File: config.mk
export PLATFORM = sky130hd
export DESIGN_NAME = dac_frame_tx
export DESIGN_NICKNAME = d
export VERILOG_FILES = /design/src/rtl/dac_frame_pkg.sv /design/src/rtl/dac_frame_timer.sv /design/src/rtl/dac_frame_shifter.sv /design/src/rtl/dac_frame_ctrl.sv /design/src/rtl/dac_frame_tx.sv
export SDC_FILE = /design/constraint.sdc
export NUM_CORES = 1
export LEC_CHECK = 0
export BUFFER_PORTS_ARGS = -buffer_cell sky130_fd_sc_hd__buf_2
export CORE_UTILIZATION = 60
export DETAILED_ROUTE_END_ITERATION = 6
export GPL_TIMING_DRIVEN = 0
export MAX_ROUTING_LAYER = met4
export PLACE_DENSITY = 0.79
export RECOVER_POWER = 100
export SYNTH_ARGS = -nofsm -noshare
export SYNTH_HDL_FRONTEND = slang
export SYNTH_SLANG_ARGS = --single-unit
File: constraint.sdc
create_clock -name clk -period 3.5 [get_ports clk]
set_input_delay 0.175 -clock clk [delete_from_list [all_inputs] [get_ports clk]]
set_output_delay 0.175 -clock clk [all_outputs]
set_load 0.01 [all_outputs]
File: src/rtl/dac_frame_pkg.sv
`timescale 1ns/1ps
package dac_frame_pkg;

  // sequencer states of the frame transmitter
  typedef enum logic [2:0] {
    ST_IDLE,
    ST_PRE,
    ST_SETUP,
    ST_HIGH,
    ST_LOW,
    ST_GAP
  } fsm_state_t;

  // power-down selection carried in the frame, passed through unchanged
  typedef enum logic [1:0] {
    PD_RUN       = 2'b00,
    PD_LOAD_1K   = 2'b01,
    PD_LOAD_100K = 2'b10,
    PD_OPEN      = 2'b11
  } pd_sel_t;

  function automatic int ceil_div(input int num, input int den);
    return (num + den - 1) / den;
  endfunction

  function automatic int max_int(input int a, input int b);
    return (a > b) ? a : b;
  endfunction

endpackage

File: src/rtl/dac_frame_timer.sv
`timescale 1ns/1ps
module dac_frame_timer #(
  parameter int CNT_W = 3
) (
  input  logic             clk,
  input  logic             rst_n,
  input  logic             load,
  input  logic [CNT_W-1:0] load_val,
  output logic             expired
);

  logic [CNT_W-1:0] cnt_q;
  logic [CNT_W-1:0] cnt_d;
  logic             cnt_en;

  assign expired = (cnt_q == '0);

  always_comb begin
    cnt_en = load | ~expired;
    cnt_d  = load ? load_val : (cnt_q - 1'b1);
  end

  always_ff @(posedge clk or negedge rst_n) begin
    if (!rst_n) begin
      cnt_q <= '0;
    end else if (cnt_en) begin
      cnt_q <= cnt_d;
    end
  end

endmodule

File: src/rtl/dac_frame_shifter.sv
`timescale 1ns/1ps
module dac_frame_shifter #(
  parameter int PAD_W  = 6,
  parameter int MODE_W = 2,
  parameter int CODE_W = 16,
  localparam int FRAME_W = PAD_W + MODE_W + CODE_W
) (
  input  logic              clk,
  input  logic              rst_n,
  input  logic              load,
  input  logic              shift,
  input  logic [MODE_W-1:0] mode,
  input  logic [CODE_W-1:0] code,
  output logic              msb
);

  logic [FRAME_W-1:0] sr_q;
  logic [FRAME_W-1:0] sr_d;
  logic               sr_en;

  assign msb = sr_q[FRAME_W-1];

  always_comb begin
    sr_en = load | shift;
    if (load) begin
      sr_d = {{PAD_W{1'b0}}, mode, code};
    end else begin
      sr_d = {sr_q[FRAME_W-2:0], 1'b0};
    end
  end

  always_ff @(posedge clk or negedge rst_n) begin
    if (!rst_n) begin
      sr_q <= '0;
    end else if (sr_en) begin
      sr_q <= sr_d;
    end
  end

endmodule

File: src/rtl/dac_frame_ctrl.sv
`timescale 1ns/1ps
module dac_frame_ctrl
  import dac_frame_pkg::*;
#(
  parameter int FRAME_W   = 24,
  parameter int CNT_W     = 3,
  parameter int HALF_CYC  = 4,
  parameter int SETUP_CYC = 3,
  parameter int GAP_CYC   = 7,
  parameter bit IDLE_LOW  = 1'b0
) (
  input  logic             clk,
  input  logic             rst_n,
  input  logic             cmd_valid,
  input  logic             expired,
  output logic             cmd_ready,
  output logic             busy,
  output logic             done,
  output logic             frm_n,
  output logic             ser_clk,
  output logic             tmr_load,
  output logic [CNT_W-1:0] tmr_val,
  output logic             sh_load,
  output logic             sh_shift
);

  localparam int BIT_W = $clog2(FRAME_W);
  localparam logic [BIT_W-1:0] LAST_BIT  = BIT_W'(FRAME_W - 1);
  localparam logic [CNT_W-1:0] HALF_LD   = CNT_W'(HALF_CYC - 1);
  localparam logic [CNT_W-1:0] SETUP_LD  = CNT_W'(SETUP_CYC - 1);
  localparam logic [CNT_W-1:0] GAP_LD    = CNT_W'(GAP_CYC - 1);

  fsm_state_t       state_q, state_d;
  logic [BIT_W-1:0] bit_q, bit_d;
  logic             frm_q, frm_d;
  logic             sclk_q, sclk_d;
  logic             done_q, done_d;
  logic             last_bit;

  assign cmd_ready = (state_q == ST_IDLE);
  assign busy      = ~cmd_ready;
  assign done      = done_q;
  assign frm_n     = frm_q;
  assign ser_clk   = sclk_q;
  assign last_bit  = (bit_q == LAST_BIT);

  always_comb begin
    state_d  = state_q;
    bit_d    = bit_q;
    frm_d    = frm_q;
    sclk_d   = sclk_q;
    done_d   = 1'b0;
    tmr_load = 1'b0;
    tmr_val  = '0;
    sh_load  = 1'b0;
    sh_shift = 1'b0;
    unique case (state_q)
      ST_IDLE: begin
        if (cmd_valid) begin
          sh_load  = 1'b1;
          bit_d    = '0;
          tmr_load = 1'b1;
          if (IDLE_LOW) begin
            state_d = ST_PRE;
            frm_d   = 1'b1;
            tmr_val = GAP_LD;
          end else begin
            state_d = ST_SETUP;
            frm_d   = 1'b0;
            tmr_val = SETUP_LD;
          end
        end
      end
      ST_PRE: begin
        if (expired) begin
          state_d  = ST_SETUP;
          frm_d    = 1'b0;
          tmr_load = 1'b1;
          tmr_val  = SETUP_LD;
        end
      end
      ST_SETUP: begin
        if (expired) begin
          state_d  = ST_HIGH;
          sclk_d   = 1'b1;
          tmr_load = 1'b1;
          tmr_val  = HALF_LD;
        end
      end
      ST_HIGH: begin
        if (expired) begin
          state_d  = ST_LOW;
          sclk_d   = 1'b0;
          done_d   = last_bit;
          tmr_load = 1'b1;
          tmr_val  = HALF_LD;
        end
      end
      ST_LOW: begin
        if (expired) begin
          if (last_bit) begin
            if (IDLE_LOW) begin
              state_d = ST_IDLE;
            end else begin
              state_d  = ST_GAP;
              frm_d    = 1'b1;
              tmr_load = 1'b1;
              tmr_val  = GAP_LD;
            end
          end else begin
            state_d  = ST_HIGH;
            sclk_d   = 1'b1;
            sh_shift = 1'b1;
            bit_d    = bit_q + 1'b1;
            tmr_load = 1'b1;
            tmr_val  = HALF_LD;
          end
        end
      end
      ST_GAP: begin
        if (expired) begin
          state_d = ST_IDLE;
        end
      end
      default: begin
        state_d = ST_IDLE;
        frm_d   = 1'b1;
        sclk_d  = 1'b0;
      end
    endcase
  end

  always_ff @(posedge clk or negedge rst_n) begin
    if (!rst_n) begin
      state_q <= ST_IDLE;
      bit_q   <= '0;
      frm_q   <= 1'b1;
      sclk_q  <= 1'b0;
      done_q  <= 1'b0;
    end else begin
      state_q <= state_d;
      bit_q   <= bit_d;
      frm_q   <= frm_d;
      sclk_q  <= sclk_d;
      done_q  <= done_d;
    end
  end

endmodule

File: src/rtl/dac_frame_tx.sv
`timescale 1ns/1ps
module dac_frame_tx
  import dac_frame_pkg::*;
#(
  parameter int CODE_W        = 16,
  parameter int MODE_W        = 2,
  parameter int PAD_W         = 6,
  parameter int CLK_PERIOD_PS = 5000,
  parameter int MIN_PERIOD_PS = 33000,
  parameter int MIN_PULSE_PS  = 13000,
  parameter int MIN_SETUP_PS  = 13000,
  parameter int MIN_GAP_PS    = 33000,
  parameter bit IDLE_LOW      = 1'b0
) (
  input  logic              clk,
  input  logic              rst_n,
  input  logic              cmd_valid,
  output logic              cmd_ready,
  input  logic [CODE_W-1:0] cmd_code,
  input  logic [MODE_W-1:0] cmd_mode,
  output logic              busy,
  output logic              done,
  output logic              frm_n,
  output logic              ser_clk,
  output logic              ser_dat
);

  localparam int FRAME_W   = PAD_W + MODE_W + CODE_W;
  localparam int HALF_CYC  = max_int(ceil_div(MIN_PERIOD_PS, 2 * CLK_PERIOD_PS),
                                     max_int(ceil_div(MIN_PULSE_PS, CLK_PERIOD_PS), 1));
  localparam int SETUP_CYC = max_int(ceil_div(MIN_SETUP_PS, CLK_PERIOD_PS), 1);
  localparam int GAP_CYC   = max_int(ceil_div(MIN_GAP_PS, CLK_PERIOD_PS), 1);
  localparam int MAX_CYC   = max_int(HALF_CYC, max_int(SETUP_CYC, GAP_CYC));
  localparam int CNT_W     = max_int($clog2(MAX_CYC), 1);

  logic [1:0]       rst_pipe_q;
  logic             rst_core_n;
  logic             expired;
  logic             tmr_load;
  logic [CNT_W-1:0] tmr_val;
  logic             sh_load;
  logic             sh_shift;

  // asynchronous assertion, synchronous release
  always_ff @(posedge clk or negedge rst_n) begin
    if (!rst_n) begin
      rst_pipe_q <= 2'b00;
    end else begin
      rst_pipe_q <= {rst_pipe_q[0], 1'b1};
    end
  end
  assign rst_core_n = rst_pipe_q[1];

  dac_frame_ctrl #(
    .FRAME_W   (FRAME_W),
    .CNT_W     (CNT_W),
    .HALF_CYC  (HALF_CYC),
    .SETUP_CYC (SETUP_CYC),
    .GAP_CYC   (GAP_CYC),
    .IDLE_LOW  (IDLE_LOW)
  ) u_ctrl (
    .clk       (clk),
    .rst_n     (rst_core_n),
    .cmd_valid (cmd_valid),
    .expired   (expired),
    .cmd_ready (cmd_ready),
    .busy      (busy),
    .done      (done),
    .frm_n     (frm_n),
    .ser_clk   (ser_clk),
    .tmr_load  (tmr_load),
    .tmr_val   (tmr_val),
    .sh_load   (sh_load),
    .sh_shift  (sh_shift)
  );

  dac_frame_timer #(
    .CNT_W (CNT_W)
  ) u_timer (
    .clk      (clk),
    .rst_n    (rst_core_n),
    .load     (tmr_load),
    .load_val (tmr_val),
    .expired  (expired)
  );

  dac_frame_shifter #(
    .PAD_W  (PAD_W),
    .MODE_W (MODE_W),
    .CODE_W (CODE_W)
  ) u_shift (
    .clk   (clk),
    .rst_n (rst_core_n),
    .load  (sh_load),
    .shift (sh_shift),
    .mode  (cmd_mode),
    .code  (cmd_code),
    .msb   (ser_dat)
  );

endmodule

==> flow_summary_export.csv, run 1 <==
group,metric,value,unit
outcome,outcome,"finished clean",
die,dieArea,3410,um2
drt,post_drt_wl_per_cell,15.3,um
critical_path,cp-end-kind,"flop",
critical_path,critPathMaxFanout,10,
clock_network,cts_root_buf,"clkbuf_4",
die,die_h,58.4,um
die,rows,20,
clock_network,path_clk_slew,0.12,ns
pwr,powerDensity,767,nW/um2
global_routing,track_usage,0.266,
logic_synthesis,yosysTopAreaCell,"dfrtp_1",
sta,worst_pin_slew,1.49,ns
logic_synthesis,synth_edf_count,0,
sta,min_period,2.63,ns
drt,via_per_inst,5.70,
sta,finalSetupTns,0,ns
logic_synthesis,syn-cell-area,1910,um2
sta,slew_headroom,0.00508,
critical_path,cp_cell_sequence,"inv_1 > ha_1 > nor3b_1 > nand3_1 > clkbuf_1 > and3_1 > a221o_1",
logic_synthesis,syn_nets,201,
final_layout,antennaDiodeCount,0,
clock_network,cts_buffers,5,
hold_path,hp-class,"in -> reg",
logic_synthesis,synth-seq-cells,40,
clock_network,clock_latency,0.36,ns
sta,rsz0062_at_grt,"false",
final_layout,post-route-util,0.706,
drt,final_antenna_net_count,0,
die,die_w,58.4,um
drt,drt_iter0_drc,94,
critical_path,worstPathArrival,2.87,ns
sta,fin_skew,0.0122,ns
global_routing,grt_pass1_wl,6450,um
final_layout,final-instance-count-excl-fill,257,
logic_synthesis,syn_inst,177,
critical_path,crit_required,3.74,ns
drt,drcViolationCount,0,
clock_network,clockBufferDepth,2,
flow_run,drv_cap,0,
final_layout,layout-drive-gt1-share,0.178,
logic_synthesis,synth_ff_type,"dfrtp_1",
global_routing,grt_max_degree,39,
placement,dp_cells,247,
critical_path,max_stage_delay,0.60,ns
die,start_util,0.631,
sta,drv_slew,0,
global_routing,grt_overflow,0,
logic_synthesis,synth_top_area_share,0.511,
placement,gp_congestion,0.764,
critical_path,critPathSlowestCell,"nor3b_1",
clock_network,cts_tree,"built",
sta,setup_violations,0,
drt,vias,1466,
logic_synthesis,synth_cell_type_count,39,
clock_network,post_cts_buffers,0,
final_layout,final_area,2140,um2
placement,placed_cell_area,2100,um2
critical_path,crit_path_start_kind,"flop",
placement,dp_hpwl,2610,um
sta,hold_viol_final,0,
clock_network,cts_htree_levels,2,
logic_synthesis,ys_async_sr_fraction,1.00,
drt,drt-pass1-iter-count,4,
logic_synthesis,ys_warn_count,0,
pwr,peakVddDrop,0.440,mV
die,core,3030,um2
logic_synthesis,syn_avg_cell_area,10.8,um2
sta,final.period_utilization,0.751,
final_layout,area_growth,12.0,%
global_routing,grt_pass1_vias,1410,
drt,finalWirelength,3940,um
critical_path,crit_type,"reg -> reg",
placement,portBuffers,26,
logic_synthesis,yosys-top-cells-area,"dfrtp_1 51%, a221o_1 8.4%, and3_1 5.2%",
final_layout,nFillCells,233,
final_layout,nets,236,
logic_synthesis,yosysSeqAreaShare,0.525,
pwr,leakage,1.02,nW
global_routing,antenna_found_initial,0,
die,io_pins,27,
sta,max_freq,380,MHz
clock_network,numClockSinks,40,
==> per-layer routing <==
metal	up-vias	track usage	wire length, um	part of all wire
li1	716	-	-	-
met1	710	0.341	1840	0.47
met2	33	0.409	1900	0.48
met3	7	0.0527	135	0.034
met4	0	0.122	63	0.016
met5	-	-	0	0
==> cells by family (layout without fill, tap and decap cells) <==
| logic type | after synthesis | after routing | synth area share |
|---|---|---|---|
| mux | 2 | 2 | 0.0105 |
| other cells | 1 | 1 | 0.00196 |
| simple gates | 68 | 68 | 0.208 |
| xor+xnor | 1 | 1 | 0.00459 |
| flops | 40 | 40 | 0.525 |
| buf+inv | 16 | 52 | 0.0570 |
| fa+ha+maj | 3 | 3 | 0.0197 |
| compound gates | 46 | 46 | 0.174 |
==> critical path: cells and delay by family (launching register included) <==
family                   cells  cell delay (ns)
AO/OA/AOI/OAI                1             0.26
adder cells (fa/ha/maj)      1             0.22
buffers and inverters        2             0.40
flip-flops                   1             0.39
AND/OR/NAND/NOR              3             1.23
==> worst paths after layout <==
kind	depth (start not counted)	from	end	slack, ns
setup / recovery	7	u_timer.cnt_q[0]	u_shift.sr_q[3]	0.87
hold / removal	2	cmd_code[6]	u_shift.sr_q[6]	0.05
setup reg to reg	7	u_timer.cnt_q[0]	u_shift.sr_q[3]	0.87
hold reg to reg	0	rst_pipe_q[0]	rst_pipe_q[1]	0.38
max in group asynchronous	0	rst_pipe_q[1]	u_shift.sr_q[13]	1.99
min in group asynchronous	2	rst_n	rst_pipe_q[0]	0.11
==> metrics by stage <==
stage | hold WS (ns) | setup slack [ns] | power [mW]
global placement | -0.0401 | 1.56 | 1.33
detailed placement | -0.0351 | 1.51 | 1.37
CTS | 0.0402 | 1.47 | 1.68
finish | 0.0458 | 0.870 | 1.64
global route | 0.0513 | 0.702 | 1.76
floorplan | -0.121 | 1.74 | 1.21
==> state kept, by name, summed over array words and instances, names as in the netlist <==
| name | count |
|---|---|
| u_ctrl.ser_clk | 1 |
| u_ctrl.frm_n | 1 |
| rst_pipe_q | 2 |
| u_ctrl.state_q | 3 |
| u_ctrl.done | 1 |
| u_ctrl.bit_q | 5 |
| u_timer.cnt_q | 3 |
| u_shift.sr_q | 24 |
==> layout make-up <==
| class | instances | area [um2] | area share |
|---|---|---|---|
| Timing Repair Buffer | 28 | 143 | 0.0667 |
| Clock inverter | 2 | 35.0 | 0.0164 |
| Buffer | 12 | 83.8 | 0.0392 |
| Sequential cell | 40 | 1000 | 0.469 |
| Inverter | 4 | 15.0 | 0.00702 |
| Clock buffer | 6 | 41.3 | 0.0193 |
| Tap cell | 44 | 55.1 | 0.0257 |
| Multi-Input combinational cell | 121 | 763 | 0.357 |
==> cells in the final DEF (no fill, tap or decap), types with 2 or more instances in the layout <==
cell type	n
a221o_1	16
a21oi_1	13
nand2_1	23
nand2b_1	2
clkbuf_4	5
buf_2	21
dlygate4sd3_1	2
and3_1	16
o21ai_0	9
clkbuf_1	13
nand3_1	4
mux2i_1	2
nor3_1	6
and3_2	2
ha_1	3
inv_1	4
dfrtp_1	39
nor2_1	6
o22ai_1	2
buf_6	5
==> where the power goes <==
group          internal, mW  total, mW  leakage, nW  switching [mW]
Combinational         0.284      0.565        0.479           0.281
Clock                 0.150      0.298       0.0422           0.148
Sequential            0.649      0.778        0.504           0.129
==> synth_stat cells, types with 2 or more instances <==
cell type	instances
dfrtp_1	39
nand2_1	23
a221o_1	16
and3_1	16
a21oi_1	13
o21ai_0	9
nor2_1	6
buf_6	5
nor3_1	5
inv_1	4
buf_2	3
ha_1	3
nand3_1	3
and3_2	2
buf_4	2
clkbuf_1	2
mux2i_1	2
nand2b_1	2
o22ai_1	2
==> repair_timing <==
item                      4_1_cts  5_1_grt
gates resized for setup         0        0
hold endpoints to repair        3        0
hold buffers                    2        0
Power figures use the tool's default switching activity.
==> inputs of run 2 (changes only) <==
CORE_UTILIZATION = 51   (was 60)
PLACE_DENSITY = 0.71   (was 0.79)
clock period = 2.2 ns   (was 3.5 ns; I/O delays follow)
==> run 2 against run 1 <==
Against the previous run:
- the flow now finishes with violations (max-capacitance violations)
- clock power grew 60%
- clock skew fell by 0.0089 ns
- power rose by 62%
- sequential power is 61% higher
==> flow_summary_export.csv, run 2 (same netlist as run 1, synthesis figures left out) <==
group,metric,value,unit
die,die_h,63.2,um
sta,max_freq,494,MHz
global_routing,track_usage,0.229,
drt,drt-pass1-iter-count,4,
sta,slew_headroom,0.000264,
die,start_util,0.551,
clock_network,cts_buffers,5,
final_layout,layout_common_cells,"39 x dfrtp_1, 23 x nand2_1, 21 x buf_2",
clock_network,post_cts_buffers,0,
drt,drcViolationCount,0,
outcome,violations,"max-capacitance violations",
critical_path,startpoint,"u_timer.cnt_q[0]",
drt,drt_iter0_drc,88,
clock_network,cts_root_buf,"clkbuf_8",
final_layout,antennaDiodeCount,0,
pwr,p_total,2.65,mW
critical_path,crit_path_start_kind,"flop",
sta,hold_slack,0.0511,ns
placement,dp_hpwl,2740,um
final_layout,layout-drive-gt1-share,0.216,
global_routing,grt_pass1_wl,6820,um
critical_path,critPathMaxFanout,10,
sta,finalSetupTns,0,ns
final_layout,post-route-util,0.632,
sta,final.period_utilization,0.921,
die,io_pins,27,
drt,final_antenna_net_count,0,
drt,post_drt_wl_per_cell,15.5,um
drt,finalWirelength,4020,um
placement,placed_cell_area,2100,um2
critical_path,crit_type,"reg -> reg",
clock_network,clockBufferDepth,2,
final_layout,regMostFlops,"u_shift.sr_q",
critical_path,cp-end-kind,"flop",
sta,fin_skew,0.00328,ns
clock_network,cts_tree,"built",
final_layout,final_area,2190,um2
final_layout,nets,236,
critical_path,endpoint,"u_shift.sr_q[13]",
clock_network,numClockSinks,40,
critical_path,rr_endpoint,"u_shift.sr_q[13]",
global_routing,grt_max_degree,39,
clock_network,path_clk_slew,0.07,ns
drt,via_per_inst,5.79,
die,dieArea,3990,um2
final_layout,reg.largest.list,"u_shift.sr_q x24, u_ctrl.bit_q x5",
placement,gp_congestion,0.802,
drt,vias,1500,
pwr,leakage,1.06,nW
sta,hold_viol_final,0,
sta,min_period,2.03,ns
clock_network,clock_latency,0.29,ns
placement,portBuffers,26,
critical_path,worstPathArrival,2.20,ns
global_routing,antenna_found_initial,0,
sta,setup_violations,0,
critical_path,r2r_slack,0.17,ns
sta,drv_slew,0,
final_layout,layout_commonest_cell,"dfrtp_1",
final_layout,largest_reg_flops,24,
critical_path,r2r_start,"u_timer.cnt_q[0]",
outcome,outcome,"finished with violations",
die,die_w,63.2,um
global_routing,grt_pass1_vias,1465,
die,rows,21,
final_layout,area_growth,14.7,%
critical_path,crit_required,2.38,ns
sta,rsz0062_at_grt,"false",
pwr,peakVddDrop,0.714,mV
hold_path,hp-class,"in -> reg",
die,core,3470,um2
critical_path,reg2regPathDepth,7,
flow_run,drv_cap,1,
clock_network,cts_htree_levels,2,
global_routing,grt_overflow,0,
sta,worst_pin_slew,1.50,ns
pwr,powerDensity,1210,nW/um2
-- run 2: changes by cell type in the layout (fill, tap and decap cells not counted), moves of 3 or more --
| cell | change |
|---|---|
| clkbuf_8 | +5 |
| clkbuf_4 | -5 |
| clkbuf_2 | +3 |
| clkbuf_1 | -4 |
-- run 2: critical path, stage by stage (launching register included) --
cell,delay [ns]
dfrtp_1,0.38
inv_1,0.11
ha_1,0.23
nor3b_4,0.36
nand3_4,0.17
buf_2,0.21
and3_1,0.18
a221o_1,0.26
-- run 2: layout make-up --
cell class,instances,area [um2]
plain buffers,12,87.6
clock buffers,5,68.8
clock inverters,3,18.8
fillers,298,1280
inverters,4,15.0
multi-input cells,121,798
flip-flops and latches,40,1000
well taps,46,57.6
repair buffers,28,143
-- run 2: worst min path at each step --
stage	start	end	slack, ns	cells after the start
2_1_floorplan	rst_n	rst_pipe_q[0]	-0.19	0
3_3_place_gp	rst_n	rst_pipe_q[0]	-0.11	1
3_5_place_dp	rst_n	rst_pipe_q[0]	-0.10	1
4_1_cts	cmd_code[1]	u_shift.sr_q[1]	0.05	2
5_1_grt	cmd_code[1]	u_shift.sr_q[1]	0.05	2
6_report	cmd_code[5]	u_shift.sr_q[5]	0.05	2
-- run 2: timing repair --
action,in CTS,in global routing
hold endpoints to repair,3,0
gates resized for setup,0,0
hold buffers,2,0
endpoints found under the setup margin,0,0
-- run 2: metal layers --
layer | track usage | share of wire | up-vias
li1 | - | - | 717
met1 | 0.294 | 0.47 | 744
met2 | 0.358 | 0.47 | 34
met3 | 0.0543 | 0.044 | 5
met4 | 0.0767 | 0.014 | 0
met5 | - | 0 | -
-- run 2: power by group --
| part | switching [mW] | leakage (nW) | internal [mW] | total [mW] |
|---|---|---|---|---|
| sequential | 0.214 | 0.504 | 1.03 | 1.25 |
| combinational | 0.460 | 0.510 | 0.465 | 0.925 |
| clock | 0.256 | 0.0479 | 0.221 | 0.476 |
| total | 0.930 | 1.06 | 1.72 | 2.65 |
-- run 2: stage by stage --
step	cells	setup slack [ns]
2_1_floorplan	177	0.444
3_3_place_gp	249	0.257
3_5_place_dp	249	0.182
4_1_cts	259	0.172
5_1_grt	259	0.0353
6_report	259	0.174
==> inputs of run 3 (changes only) <==
CTS_BUF_LIST = sky130_fd_sc_hd__clkbuf_16   (was unset)
SETUP_SLACK_MARGIN = 0.3   (was unset)
==> run 3 against run 2 <==
Against the previous run:
- the flow finishes with violations (max-capacitance violations, max-slew violations)
- sequential power is essentially flat
- combinational power rose by 2%
- clock power up 46%
- clock skew grew 0.00055 ns
- via count grew 0.20%
- critical endpoint unchanged
- highest routed layer unchanged
==> flow_summary_export.csv, run 3 (same netlist as run 1, synthesis figures left out) <==
group,metric,value,unit
outcome,outcome,"finished with violations",
outcome,violations,"max-capacitance violations, max-slew violations",
clock_network,clock_latency,0.28,ns
sta,slew_headroom,-0.00787,
critical_path,reg2regPathDepth,7,
flow_run,drv_cap,1,
final_layout,final_area,2270,um2
sta,min_period,1.89,ns
die,die_w,63.2,um
placement,portBuffers,26,
drt,finalWirelength,4100,um
final_layout,layout_common_cells,"39 x dfrtp_1, 23 x nand2_1, 20 x buf_2",
sta,max_freq,530,MHz
clock_network,cts_htree_levels,2,
die,rows,21,
drt,via_per_inst,5.76,
final_layout,nFillCells,285,
clock_network,path_clk_slew,0.06,ns
critical_path,crit_required,2.36,ns
die,dieArea,3990,um2
global_routing,grt_pass1_vias,1468,
drt,drt_iter0_drc,72,
placement,placed_cell_area,2100,um2
global_routing,antenna_found_initial,0,
clock_network,cts_buffers,5,
final_layout,area_growth,18.8,%
pwr,leakage,1.10,nW
global_routing,grt_overflow,0,
global_routing,grt_pass1_wl,6950,um
pwr,p_total,2.90,mW
global_routing,track_usage,0.231,
final_layout,multiInputGateArea,807,um2
critical_path,endpoint,"u_shift.sr_q[13]",
critical_path,crit_path_start_kind,"flop",
sta,final.period_utilization,0.857,
drt,drt-pass1-iter-count,4,
critical_path,critPathMaxFanout,10,
critical_path,crit_type,"reg -> reg",
die,io_pins,27,
critical_path,r2r_slack,0.31,ns
hold_path,hp-class,"in -> reg",
hold_path,hold_depth,3,
final_layout,nets,238,
final_layout,layout-drive-gt1-share,0.223,
drt,final_antenna_net_count,0,
clock_network,numClockSinks,40,
die,start_util,0.551,
sta,finalSetupTns,0,ns
final_layout,regMostFlops,"u_shift.sr_q",
placement,dp_hpwl,2740,um
drt,vias,1503,
placement,gp_congestion,0.802,
sta,rsz0062_at_grt,"false",
drt,post_drt_wl_per_cell,15.7,um
drt,drcViolationCount,0,
critical_path,rr_endpoint,"u_shift.sr_q[13]",
clock_network,clockBufferDepth,2,
placement,pre_cts_ws,0.182,ns
sta,setup_violations,0,
final_layout,reg.largest.list,"u_shift.sr_q x24, u_ctrl.bit_q x5",
sta,setup_slack,0.315,ns
sta,drv_slew,39,
critical_path,startpoint,"u_timer.cnt_q[0]",
final_layout,layout_commonest_cell,"dfrtp_1",
critical_path,r2r_start,"u_timer.cnt_q[0]",
critical_path,worstPathArrival,2.04,ns
sta,fin_skew,0.00382,ns
sta,worst_pin_slew,1.51,ns
final_layout,antennaDiodeCount,0,
sta,hold_viol_final,0,
clock_network,cts_tree,"built",
clock_network,cts_root_buf,"clkbuf_16",
global_routing,grt_max_degree,39,
pwr,peakVddDrop,0.795,mV
final_layout,regArea,1000,um2
die,core,3470,um2
critical_path,cp-end-kind,"flop",
pwr,powerDensity,1280,nW/um2
die,die_h,63.2,um
final_layout,largest_reg_flops,24,
-- run 3: per-layer routing --
| layer | up-vias | global-route usage | part of all wire |
|---|---|---|---|
| li1 | 725 | - | - |
| met1 | 746 | 0.308 | 0.48 |
| met2 | 30 | 0.360 | 0.49 |
| met3 | 2 | 0.0435 | 0.029 |
| met4 | 0 | 0.0682 | 0.0054 |
| met5 | - | - | 0 |
-- run 3: how the worst min path moves through the flow --
stage	startpoint	slack (ns)	to
finish	cmd_code[0]	0.03	u_shift.sr_q[0]
detailed placement	rst_n	-0.10	rst_pipe_q[0]
global route	cmd_code[0]	0.05	u_shift.sr_q[0]
CTS	cmd_code[0]	0.03	u_shift.sr_q[0]
floorplan	rst_n	-0.19	rst_pipe_q[0]
global placement	rst_n	-0.11	rst_pipe_q[0]
-- run 3: power by group --
part	switching (mW)	internal [mW]	total, mW
clock network	0.277	0.417	0.694
logic	0.468	0.476	0.944
registers	0.223	1.04	1.26
total	0.967	1.93	2.90
-- run 3: per-stage QoR --
step | cells | utilization | hold WS [ns]
floorplan | 177 | - | -0.186
global placement | 249 | 0.605 | -0.105
detailed placement | 249 | 0.605 | -0.103
CTS | 261 | 0.657 | 0.0296
global route | 261 | 0.654 | 0.0496
finish | 261 | 0.654 | 0.0309
-- run 3: critical path, stage by stage, from the launching register on --
cell and delay, ns:
dfrtp_1 0.38, inv_1 0.11, ha_1 0.23, nor3b_4 0.32, nand3_4 0.11, buf_4 0.19
and3_1 0.17, a221o_1 0.26
-- run 3: cell type report --
type	count	area share
buffer	12	0.0425
multi-input combinational	121	0.356
inverter	4	0.00662
clock buffer	5	0.0552
sequential	40	0.442
clock inverter	3	0.00827
timing repair buffer	30	0.0645
tap	46	0.0254
-- run 3: repair_timing --
| action | 4_1_cts | 5_1_grt |
|---|---|---|
| pin swaps | 1 | 0 |
| hold buffers | 1 | 0 |
| endpoints found under the hold margin | 2 | 0 |
| setup buffers | 3 | 0 |
| endpoints found under the setup margin | 16 | 28 |
| resized for setup | 2 | 4 |
